<file path="src/rtl/hazard_pkg.sv">
package hazard_pkg;

  // Pipeline stage positions inside the stall vector, youngest first.
  typedef enum int {
    STG_IF  = 0,
    STG_ID  = 1,
    STG_EX  = 2,
    STG_MEM = 3,
    STG_WB  = 4
  } stage_e;

  localparam int NSTAGE = 5;

  // Bypass select code for a slot index (0 is reserved for the register file).
  function automatic int slot_code(input int idx);
    return idx + 1;
  endfunction

endpackage

</file>
<file path="src/rtl/hz_operand_search.sv">
module hz_operand_search #(
  parameter int REGW = 5,
  parameter int NOLD = 4,
  parameter int SELW = 3
) (
  input  logic                 en_i,
  input  logic [2**REGW-1:0]   pending_i,
  input  logic [REGW-1:0]      src_i,
  input  logic [NOLD-1:0]      slot_valid_i,
  input  logic [NOLD*REGW-1:0] slot_dest_i,
  input  logic [NOLD-1:0]      slot_ready_i,
  input  logic [NOLD-1:0]      slot_mask_i,
  output logic                 hazard_o,
  output logic [SELW-1:0]      sel_o
);
  import hazard_pkg::*;

  // Event wires: a check is armed, and some slot matched.
  logic armed;
  logic any_hit;

  assign armed = en_i && (src_i != '0) && pending_i[src_i];

  always_comb begin
    logic hit;
    logic haz_n;
    logic [SELW-1:0] sel_n;
    hit   = 1'b0;
    haz_n = 1'b0;
    sel_n = '0;
    if (armed) begin
      for (int i = 0; i < NOLD; i++) begin
        if (!hit && slot_mask_i[i] && slot_valid_i[i] &&
            (slot_dest_i[i*REGW +: REGW] == src_i)) begin
          hit = 1'b1;
          if (slot_ready_i[i]) sel_n = SELW'(slot_code(i));
          else                 haz_n = 1'b1;
        end
      end
    end
    any_hit  = hit;
    hazard_o = haz_n;
    sel_o    = sel_n;

    AST_R0_QUIET: assert ((src_i != '0) || (!haz_n && sel_n == '0));
    AST_CLEAR_SB_QUIET: assert (pending_i[src_i] || (!haz_n && sel_n == '0));
    if (sel_n != '0) begin
      AST_FWD_FROM_READY: assert (slot_ready_i[int'(sel_n) - 1] &&
                                  slot_dest_i[(int'(sel_n) - 1)*REGW +: REGW] == src_i);
    end
    AST_NO_HIT_RF: assert (hit || (!haz_n && sel_n == '0));
  end

endmodule

</file>
<file path="src/rtl/hz_waw_check.sv">
module hz_waw_check #(
  parameter int REGW = 5,
  parameter int NRIV = 2
) (
  input  logic                 wb_valid_i,
  input  logic [REGW-1:0]      wb_dest_i,
  input  logic [NRIV-1:0]      rival_valid_i,
  input  logic [NRIV*REGW-1:0] rival_dest_i,
  output logic                 collide_o
);

  logic [NRIV-1:0] rival_writes;

  generate
    for (genvar g = 0; g < NRIV; g++) begin : g_rival
      assign rival_writes[g] = rival_valid_i[g] &&
                               (rival_dest_i[g*REGW +: REGW] != '0);
    end
  endgenerate

  always_comb begin
    collide_o = wb_valid_i && (wb_dest_i != '0) && (|rival_writes);
    AST_WAW_ZERO_DEST: assert ((wb_dest_i != '0) || !collide_o);
    AST_WAW_NEEDS_RIVAL: assert ((rival_writes != '0) || !collide_o);
  end

endmodule

</file>
<file path="src/rtl/hz_stall_chain.sv">
module hz_stall_chain (
  input  logic                         ex_hazard_i,
  input  logic                         ex_mdu_busy_i,
  input  logic                         mem_hazard_i,
  input  logic                         wb_hazard_i,
  output logic [hazard_pkg::NSTAGE-1:0] stall_o
);
  import hazard_pkg::*;

  always_comb begin
    logic [NSTAGE-1:0] s;
    s          = '0;
    s[STG_WB]  = wb_hazard_i;
    s[STG_MEM] = mem_hazard_i || s[STG_WB];
    s[STG_EX]  = !ex_mdu_busy_i && (ex_hazard_i || s[STG_MEM]);
    s[STG_ID]  = s[STG_EX];
    s[STG_IF]  = s[STG_ID];
    stall_o    = s;

    AST_WB_TO_MEM: assert (!s[STG_WB] || s[STG_MEM]);
    AST_MEM_TO_EX: assert (!s[STG_MEM] || s[STG_EX] || ex_mdu_busy_i);
    AST_EX_TO_ID: assert (!s[STG_EX] || (s[STG_ID] && s[STG_IF]));
    AST_MDU_RUNS: assert (!ex_mdu_busy_i || !s[STG_EX]);
  end

endmodule

</file>
<file path="src/rtl/hazard_unit.sv">
module hazard_unit #(
  parameter int REGW = 5,
  parameter int NOLD = 4,
  parameter int NRIV = 2,
  parameter int SELW = $clog2(NOLD + 1)
) (
  input  logic [2**REGW-1:0]   pending_i,
  input  logic                 ex_valid_i,
  input  logic                 ex_mdu_busy_i,
  input  logic [REGW-1:0]      ex_src_a_i,
  input  logic [REGW-1:0]      ex_src_b_i,
  input  logic                 mem_valid_i,
  input  logic                 mem_is_store_i,
  input  logic [REGW-1:0]      mem_data_reg_i,
  input  logic [NOLD-1:0]      slot_valid_i,
  input  logic [NOLD*REGW-1:0] slot_dest_i,
  input  logic [NOLD-1:0]      slot_ready_i,
  input  logic [NOLD-1:0]      slot_before_mem_i,
  input  logic                 wb_valid_i,
  input  logic [REGW-1:0]      wb_dest_i,
  input  logic [NRIV-1:0]      rival_valid_i,
  input  logic [NRIV*REGW-1:0] rival_dest_i,
  output logic [SELW-1:0]      fwd_a_o,
  output logic [SELW-1:0]      fwd_b_o,
  output logic [SELW-1:0]      fwd_st_o,
  output logic                 stall_if_o,
  output logic                 stall_id_o,
  output logic                 stall_ex_o,
  output logic                 stall_mem_o,
  output logic                 stall_wb_o
);
  import hazard_pkg::*;

  localparam int NOPND = 3;           // source A, source B, store data
  localparam int OP_A  = 0;
  localparam int OP_B  = 1;
  localparam int OP_ST = 2;

  // Named event wires for the assertions.
  logic                    ex_check_en;
  logic                    st_check_en;
  logic [NOPND-1:0]        opnd_en;
  logic [NOPND-1:0][REGW-1:0] opnd_src;
  logic [NOPND-1:0][NOLD-1:0] opnd_mask;
  logic [NOPND-1:0]        opnd_haz;
  logic [NOPND-1:0][SELW-1:0] opnd_sel;
  logic                    ex_hazard;
  logic                    waw_hit;
  logic [NSTAGE-1:0]       stall_vec;

  assign ex_check_en = ex_valid_i && !ex_mdu_busy_i;
  assign st_check_en = mem_valid_i && mem_is_store_i;

  assign opnd_en   = {st_check_en, ex_check_en, ex_check_en};
  assign opnd_src  = {mem_data_reg_i, ex_src_b_i, ex_src_a_i};
  assign opnd_mask = {slot_before_mem_i, {NOLD{1'b1}}, {NOLD{1'b1}}};

  generate
    for (genvar g = 0; g < NOPND; g++) begin : g_opnd
      hz_operand_search #(
        .REGW (REGW),
        .NOLD (NOLD),
        .SELW (SELW)
      ) u_search (
        .en_i         (opnd_en[g]),
        .pending_i    (pending_i),
        .src_i        (opnd_src[g]),
        .slot_valid_i (slot_valid_i),
        .slot_dest_i  (slot_dest_i),
        .slot_ready_i (slot_ready_i),
        .slot_mask_i  (opnd_mask[g]),
        .hazard_o     (opnd_haz[g]),
        .sel_o        (opnd_sel[g])
      );
    end
  endgenerate

  assign ex_hazard = opnd_haz[OP_A] || opnd_haz[OP_B];

  hz_waw_check #(
    .REGW (REGW),
    .NRIV (NRIV)
  ) u_waw (
    .wb_valid_i    (wb_valid_i),
    .wb_dest_i     (wb_dest_i),
    .rival_valid_i (rival_valid_i),
    .rival_dest_i  (rival_dest_i),
    .collide_o     (waw_hit)
  );

  hz_stall_chain u_chain (
    .ex_hazard_i   (ex_hazard),
    .ex_mdu_busy_i (ex_mdu_busy_i),
    .mem_hazard_i  (opnd_haz[OP_ST]),
    .wb_hazard_i   (waw_hit),
    .stall_o       (stall_vec)
  );

  assign fwd_a_o     = opnd_sel[OP_A];
  assign fwd_b_o     = opnd_sel[OP_B];
  assign fwd_st_o    = opnd_sel[OP_ST];
  assign stall_if_o  = stall_vec[STG_IF];
  assign stall_id_o  = stall_vec[STG_ID];
  assign stall_ex_o  = stall_vec[STG_EX];
  assign stall_mem_o = stall_vec[STG_MEM];
  assign stall_wb_o  = stall_vec[STG_WB];

  always_comb begin
    AST_BUSY_NO_FWD: assert (!ex_mdu_busy_i ||
                             (opnd_sel[OP_A] == '0 && opnd_sel[OP_B] == '0));
    AST_NO_STORE_QUIET: assert (st_check_en ||
                                (opnd_sel[OP_ST] == '0 && !opnd_haz[OP_ST]));
    AST_HAZ_NOT_FWD: assert (!(ex_hazard && !ex_mdu_busy_i) || stall_vec[STG_EX]);
  end

endmodule

</file>
<file path="config.mk">
export PLATFORM = sky130hd
export DESIGN_NAME = hazard_unit
export DESIGN_NICKNAME = d
export VERILOG_FILES = /design/src/rtl/hazard_pkg.sv /design/src/rtl/hz_operand_search.sv /design/src/rtl/hz_waw_check.sv /design/src/rtl/hz_stall_chain.sv /design/src/rtl/hazard_unit.sv
export SDC_FILE = /design/constraint.sdc
export NUM_CORES = 1
export LEC_CHECK = 0
export BUFFER_PORTS_ARGS = -buffer_cell sky130_fd_sc_hd__buf_2
export CAP_MARGIN = 20
export CORE_MARGIN = 2
export CORE_UTILIZATION = 40
export DETAILED_ROUTE_END_ITERATION = 7
export PLACE_DENSITY_LB_ADDON = 0.25
export SYNTH_ARGS = -nofsm -noshare
export SYNTH_HDL_FRONTEND = slang
export SYNTH_SLANG_ARGS = --single-unit
</file>
<file path="constraint.sdc">
create_clock -name vclk -period 2.2
set_input_delay 0.33 -clock vclk [all_inputs]
set_output_delay 0.33 -clock vclk [all_outputs]
set_load 0.01 [all_outputs]
</file>
=== After elaboration in Yosys (flattened, before gate mapping) ===
Cells that the tools add are included.

* Magnitude comparators: 3
* Eq/ne operators: 12
* Muxes and demuxes: 74
* Reductions and logical operators: 58

{| class="wikitable"
|+ Operator list
! kind !! count
|-
| 2-to-1 mux 3 bit || 22
|-
| == test 5 bit || 12
|-
| 2-to-1 mux 1 bit || 48
|-
| logical AND 1 bit || 38
|-
| nonzero test 5 bit || 6
|-
| less-than comparator 5 x 6 -> 1 bit (second input constant) || 3
|-
| binary-select mux 1 bit (select 5 bit) || 3
|-
| logical NOT 1 bit || 10
|-
| logical OR 1 bit || 3
|-
| 2-to-1 mux 2 bit || 1
|-
| OR reduction 2 bit || 1
|}

* Register bits after elaboration: 0
* Bits of input ports: 101
* Output and inout port bits: 14
* Logic and storage cells: 147

=== Depth between registers and ports, before layout ===
* Word-level depth: 25
* Gate-level depth with buffers: 10

=== Cells and area by module ===
Synthesis repeated with hierarchy kept, for this count alone.

* Cell total of the unflattened synthesis: 263
* Area total of the unflattened synthesis: 2,302.2 µm²

{| class="wikitable"
|+ Modules (own cells, without submodules)
! module !! instances !! cells each !! area each (µm²)
|-
| hz_operand_search || 3 || 82 || 733.2
|-
| hz_waw_check || 1 || 7 || 42.5
|-
| hz_stall_chain || 1 || 6 || 37.5
|-
| hazard_unit || 1 || 4 || 22.5
|}

=== Least setup slack after synthesis ===
OpenSTA, ideal clock, no wires.

* Path kind: input to output
* Start point: input port mem_data_reg_i[3]
* End point: output port stall_id_o
* Arrival time: 2.109 ns
* Required time: 1.870 ns
* Slack: -0.239 ns
* Stages: 9
* Path buffers: 2
* Cell sequence: buf_2 xor2_1 nor4_1 nand4_1 nor4_2 a22oi_1 o21bai_1 o31a_1 buf_4

* Cells in the longest elaborated chain, start to end: 25
* Elaborated cells between the ends (all ways): 39

{| class="wikitable"
|+ Ends and longest elaborated chain
! item !! RTL line !! text
|-
| start, declared || hazard_unit.sv:14 || <nowiki>input logic [REGW-1:0] mem_data_reg_i,</nowiki>
|-
| == test 5 bit || hz_operand_search.sv:34 || <nowiki>(slot_dest_i[i*REGW +: REGW] == src_i)) begin</nowiki>
|-
| logical AND 1 bit || hz_operand_search.sv:33 || <nowiki>if (!hit && slot_mask_i[i] && slot_valid_i[i] &&</nowiki>
|-
| 2-to-1 mux 1 bit || hz_operand_search.sv:33 ||
|-
| 2-to-1 mux 1 bit || hz_operand_search.sv:31 || <nowiki>if (armed) begin</nowiki>
|-
| logical NOT 1 bit || hz_operand_search.sv:33 ||
|-
| logical AND 1 bit (3 in a row) || hz_operand_search.sv:33 ||
|-
| 2-to-1 mux 1 bit || hz_operand_search.sv:33 ||
|-
| 2-to-1 mux 1 bit || hz_operand_search.sv:31 ||
|-
| [6 not listed] || - ||
|-
| logical NOT 1 bit || hz_operand_search.sv:33 ||
|-
| logical AND 1 bit (3 in a row) || hz_operand_search.sv:33 ||
|-
| 2-to-1 mux 1 bit || hz_operand_search.sv:33 ||
|-
| 2-to-1 mux 1 bit * || hz_operand_search.sv:31 ||
|-
| logical OR 1 bit * || hz_stall_chain.sv:14 || <nowiki>s[STG_MEM] = mem_hazard_i || s[STG_WB];</nowiki>
|-
| via stall_mem_o || hazard_unit.sv:29 || <nowiki>output logic stall_mem_o,</nowiki>
|-
| logical OR 1 bit * || hz_stall_chain.sv:15 || <nowiki>s[STG_EX] = !ex_mdu_busy_i && (ex_hazard_i || s[STG_MEM]);</nowiki>
|-
| logical AND 1 bit * || hz_stall_chain.sv:15 ||
|-
| end, declared || hazard_unit.sv:27 || <nowiki>output logic stall_id_o,</nowiki>
|}

Mark *: on every way through the listed nets, which the timed path passes. The rest lies on a longest branch. The select of a mux whose other input is x is not followed.

=== Worst setup path in the final report ===
* Start point: input port mem_data_reg_i[1]
* End point: output port stall_ex_o

* Cells in the longest elaborated chain, start to end: 25
* Elaborated cells between the ends (all ways): 39

{| class="wikitable"
|+ Ends and longest elaborated chain
! item !! RTL line !! text
|-
| == test 5 bit || hz_operand_search.sv:34 ||
|-
| logical AND 1 bit || hz_operand_search.sv:33 ||
|-
| 2-to-1 mux 1 bit || hz_operand_search.sv:33 ||
|-
| 2-to-1 mux 1 bit || hz_operand_search.sv:31 ||
|-
| logical NOT 1 bit || hz_operand_search.sv:33 ||
|-
| logical AND 1 bit (3 in a row) || hz_operand_search.sv:33 ||
|-
| 2-to-1 mux 1 bit || hz_operand_search.sv:33 ||
|-
| 2-to-1 mux 1 bit || hz_operand_search.sv:31 ||
|-
| [5 not listed] || - ||
|-
| 2-to-1 mux 1 bit || hz_operand_search.sv:31 ||
|-
| logical NOT 1 bit || hz_operand_search.sv:33 ||
|-
| logical AND 1 bit (3 in a row) || hz_operand_search.sv:33 ||
|-
| 2-to-1 mux 1 bit || hz_operand_search.sv:33 ||
|-
| 2-to-1 mux 1 bit * || hz_operand_search.sv:31 ||
|-
| logical OR 1 bit * || hz_stall_chain.sv:14 ||
|-
| logical OR 1 bit * || hz_stall_chain.sv:15 ||
|-
| logical AND 1 bit * || hz_stall_chain.sv:15 ||
|-
| end, declared || hazard_unit.sv:28 || <nowiki>output logic stall_ex_o,</nowiki>
|}

Every way passes the cells marked *; elsewhere a longest branch is shown, timed or not. The select of a mux whose other input is x is not followed.

==> impl_metrics.yaml <==
run_status:
  status: "finished with violations"
  violations: "setup timing"
flow_run:
  cap_violations: 0
synthesis:
  seq_area_frac_synth_pct: 0
  synth_top_area_share_pct: 24.9
  synth_top_cell_by_area: "mux4_2"
  syn_nets: 343
  netlist_instances: 242
  syn_avg_cell_area_um2: 8.24
  synth.area.top_cells: "mux4_2 25%, xnor2_1 15%, xor2_1 11%"
  ys_types: 42
  syn_area_um2: 1990
  yosys_warnings: 0
grt:
  grt_overflow_total: 0
  grt_pass1_vias: 2575
  grtUsageTotal_pct: 28.1
  grt_max_degree: 14
  grt_pass1_wl_um: 12000
  antenna_found_initial: 0
floorplan:
  num_io_pins: 115
  die_h_um: 74.6
  num_rows: 25
  coreArea_um2: 4750
  start_util_pct: 41.9
  die_area_um2: 5560
  die_x_um: 74.6
timing:
  worstMarginPinSlew_ns: 0.324
  relSlewSlack_pct: 78.3
  period_needed_ns: 2.42
  fin_setup_tns_ns: -1.25
  timing.final.crit_share_pct: 110
  hold_viol_final: 0
  finalWorstSetupSlack_ns: -0.223
  setup_viol: 10
  rsz0062_at_grt: "yes"
  fmax_ghz: 0.413
  slew_viol_final: 0
worst_setup_path:
  cp_slowest_stage_delay_ns: 0.30
  endpoint: "stall_ex_o"
  path_common_cell: "buf_4"
  cp_slowest_cell: "a221oi_1"
  crit_buf_inv: 4
  cp_max_fo: 5
  cp.depth: 10
  startpoint_type: "primary input"
  worst-endpoint-required_ns: 1.87
  critical_path_class: "in2out"
  crit_path_end_kind: "primary output"
  path_cells: "buf_12 -> buf_4 -> buf_4 -> mux4_2 -> a221oi_1 -> a21oi_1 -> nand2_2 -> o21bai_2 -> o31a_1 -> buf_2"
  cp.arrival_ns: 2.09
  startpoint: "mem_data_reg_i[1]"
  cp_top_family: "compound AO/OA/AOI/OAI gates"
layout:
  diodes: 0
  clkbuf_count: 0
  seq_cell_count: 0
  drive_above_1_share_pct: 61.3
  utilization_pct: 75.1
  final_common_cell: "buf_2"
  final_cell_mix: "98 x buf_2, 71 x buf_4, 34 x xnor2_1"
  syn_to_final_growth_pct: 79.0
  nets: 519
  seqCellArea_um2: 0
pwr:
  vdd_drop_max_v: 0.000114
  power.density_nw_per_um2: 184
  leakagePower_nw: 1.54
place:
  place_congestion: 0.881
  port_buffers: 115
  dp_hpwl_um: 6530
min_path:
  hold_class: "in2out"
  hold_start: "wb_valid_i"
drt:
  drt_wl_total_um: 8140
  wl_per_cell_um: 16.9
  num_vias: 2676
  drc: 0
  drt_iter0_markers: 114
  viasPerCell: 5.54
  ant_nets: 0
  first_pass_iters: 4
==> metal layers <==
layer | routed length (um) | vias to the layer above | global-route usage [%]
met5 | 0 | - | 0
met4 | 235 | 0 | 7.34
met3 | 313 | 20 | 0.542
met2 | 4330 | 114 | 53.6
met1 | 3270 | 1281 | 34.7
li1 | - | 1261 | -
==> worst min path at each step <==
stage	depth (start not counted)	slack [ns]	end
6_report	4	1.00	stall_wb_o
5_1_grt	4	1.05	stall_wb_o
4_1_cts	4	1.01	stall_wb_o
3_5_place_dp	4	1.01	stall_wb_o
3_3_place_gp	4	1.02	stall_wb_o
2_1_floorplan	2	0.75	fwd_st_o[2]
==> where the power goes <==
group / switching, mW / total, mW / leakage (nW) / internal [mW]
logic: 0.287 / 0.656 / 1.54 / 0.369
registers: 0 / 0 / 0 / 0
clock network: 0 / 0 / 0 / 0
==> Yosys cell counts (all sizes together), types with 3 or more instances <==
cell type  number
a21oi           7
nor4            9
nand3          12
nor3            6
nand4          10
mux4           22
nor2           15
inv             3
a22oi           5
mux2            3
xnor2          35
or4             3
clkbuf          3
and3            5
buf            18
nand3b          4
nand2          16
a31oi           4
or4b            3
xor2           25
o21ai           3
mux2i           4
nor2b           8
==> area by class of cell <==
cell class	count	area (um^2)
multi-input combinational	218	2070
timing repair buffer	195	1400
fill	358	1190
tap	67	83.8
inverter	3	11.3
==> metrics by stage <==
step | worst slack (ns) | hold WS (ns) | area, um^2 | power (mW) | std cells
floorplan | -0.142 | 0.754 | 2040 | 0.298 | 242
detailed placement | -0.374 | 1.01 | 3100 | 0.558 | 476
finish | -0.223 | 1.00 | 3570 | 0.656 | 483
global placement | -0.356 | 1.02 | 3100 | 0.547 | 476
global route | -0.317 | 1.05 | 3570 | 0.702 | 483
CTS | -0.162 | 1.01 | 3340 | 0.605 | 478
==> logic make-up after synthesis <==
| family | Yosys count | share of synthesized area [%] |
|---|---|---|
| multiplexers | 29 | 28.6 |
| XOR/XNOR | 60 | 26.4 |
| buffers and inverters | 24 | 7.03 |
| AO/OA/AOI/OAI | 28 | 9.60 |
| AND/OR/NAND/NOR | 101 | 28.4 |
==> timing repair <==
item,CTS,global route
endpoints found under the hold margin,0,0
hold buffers,0,0
buffers inserted,2,5
resized for setup,56,42
pin swaps,21,29
setup endpoints to repair,13,13
(Power assumes the default switching activity.)
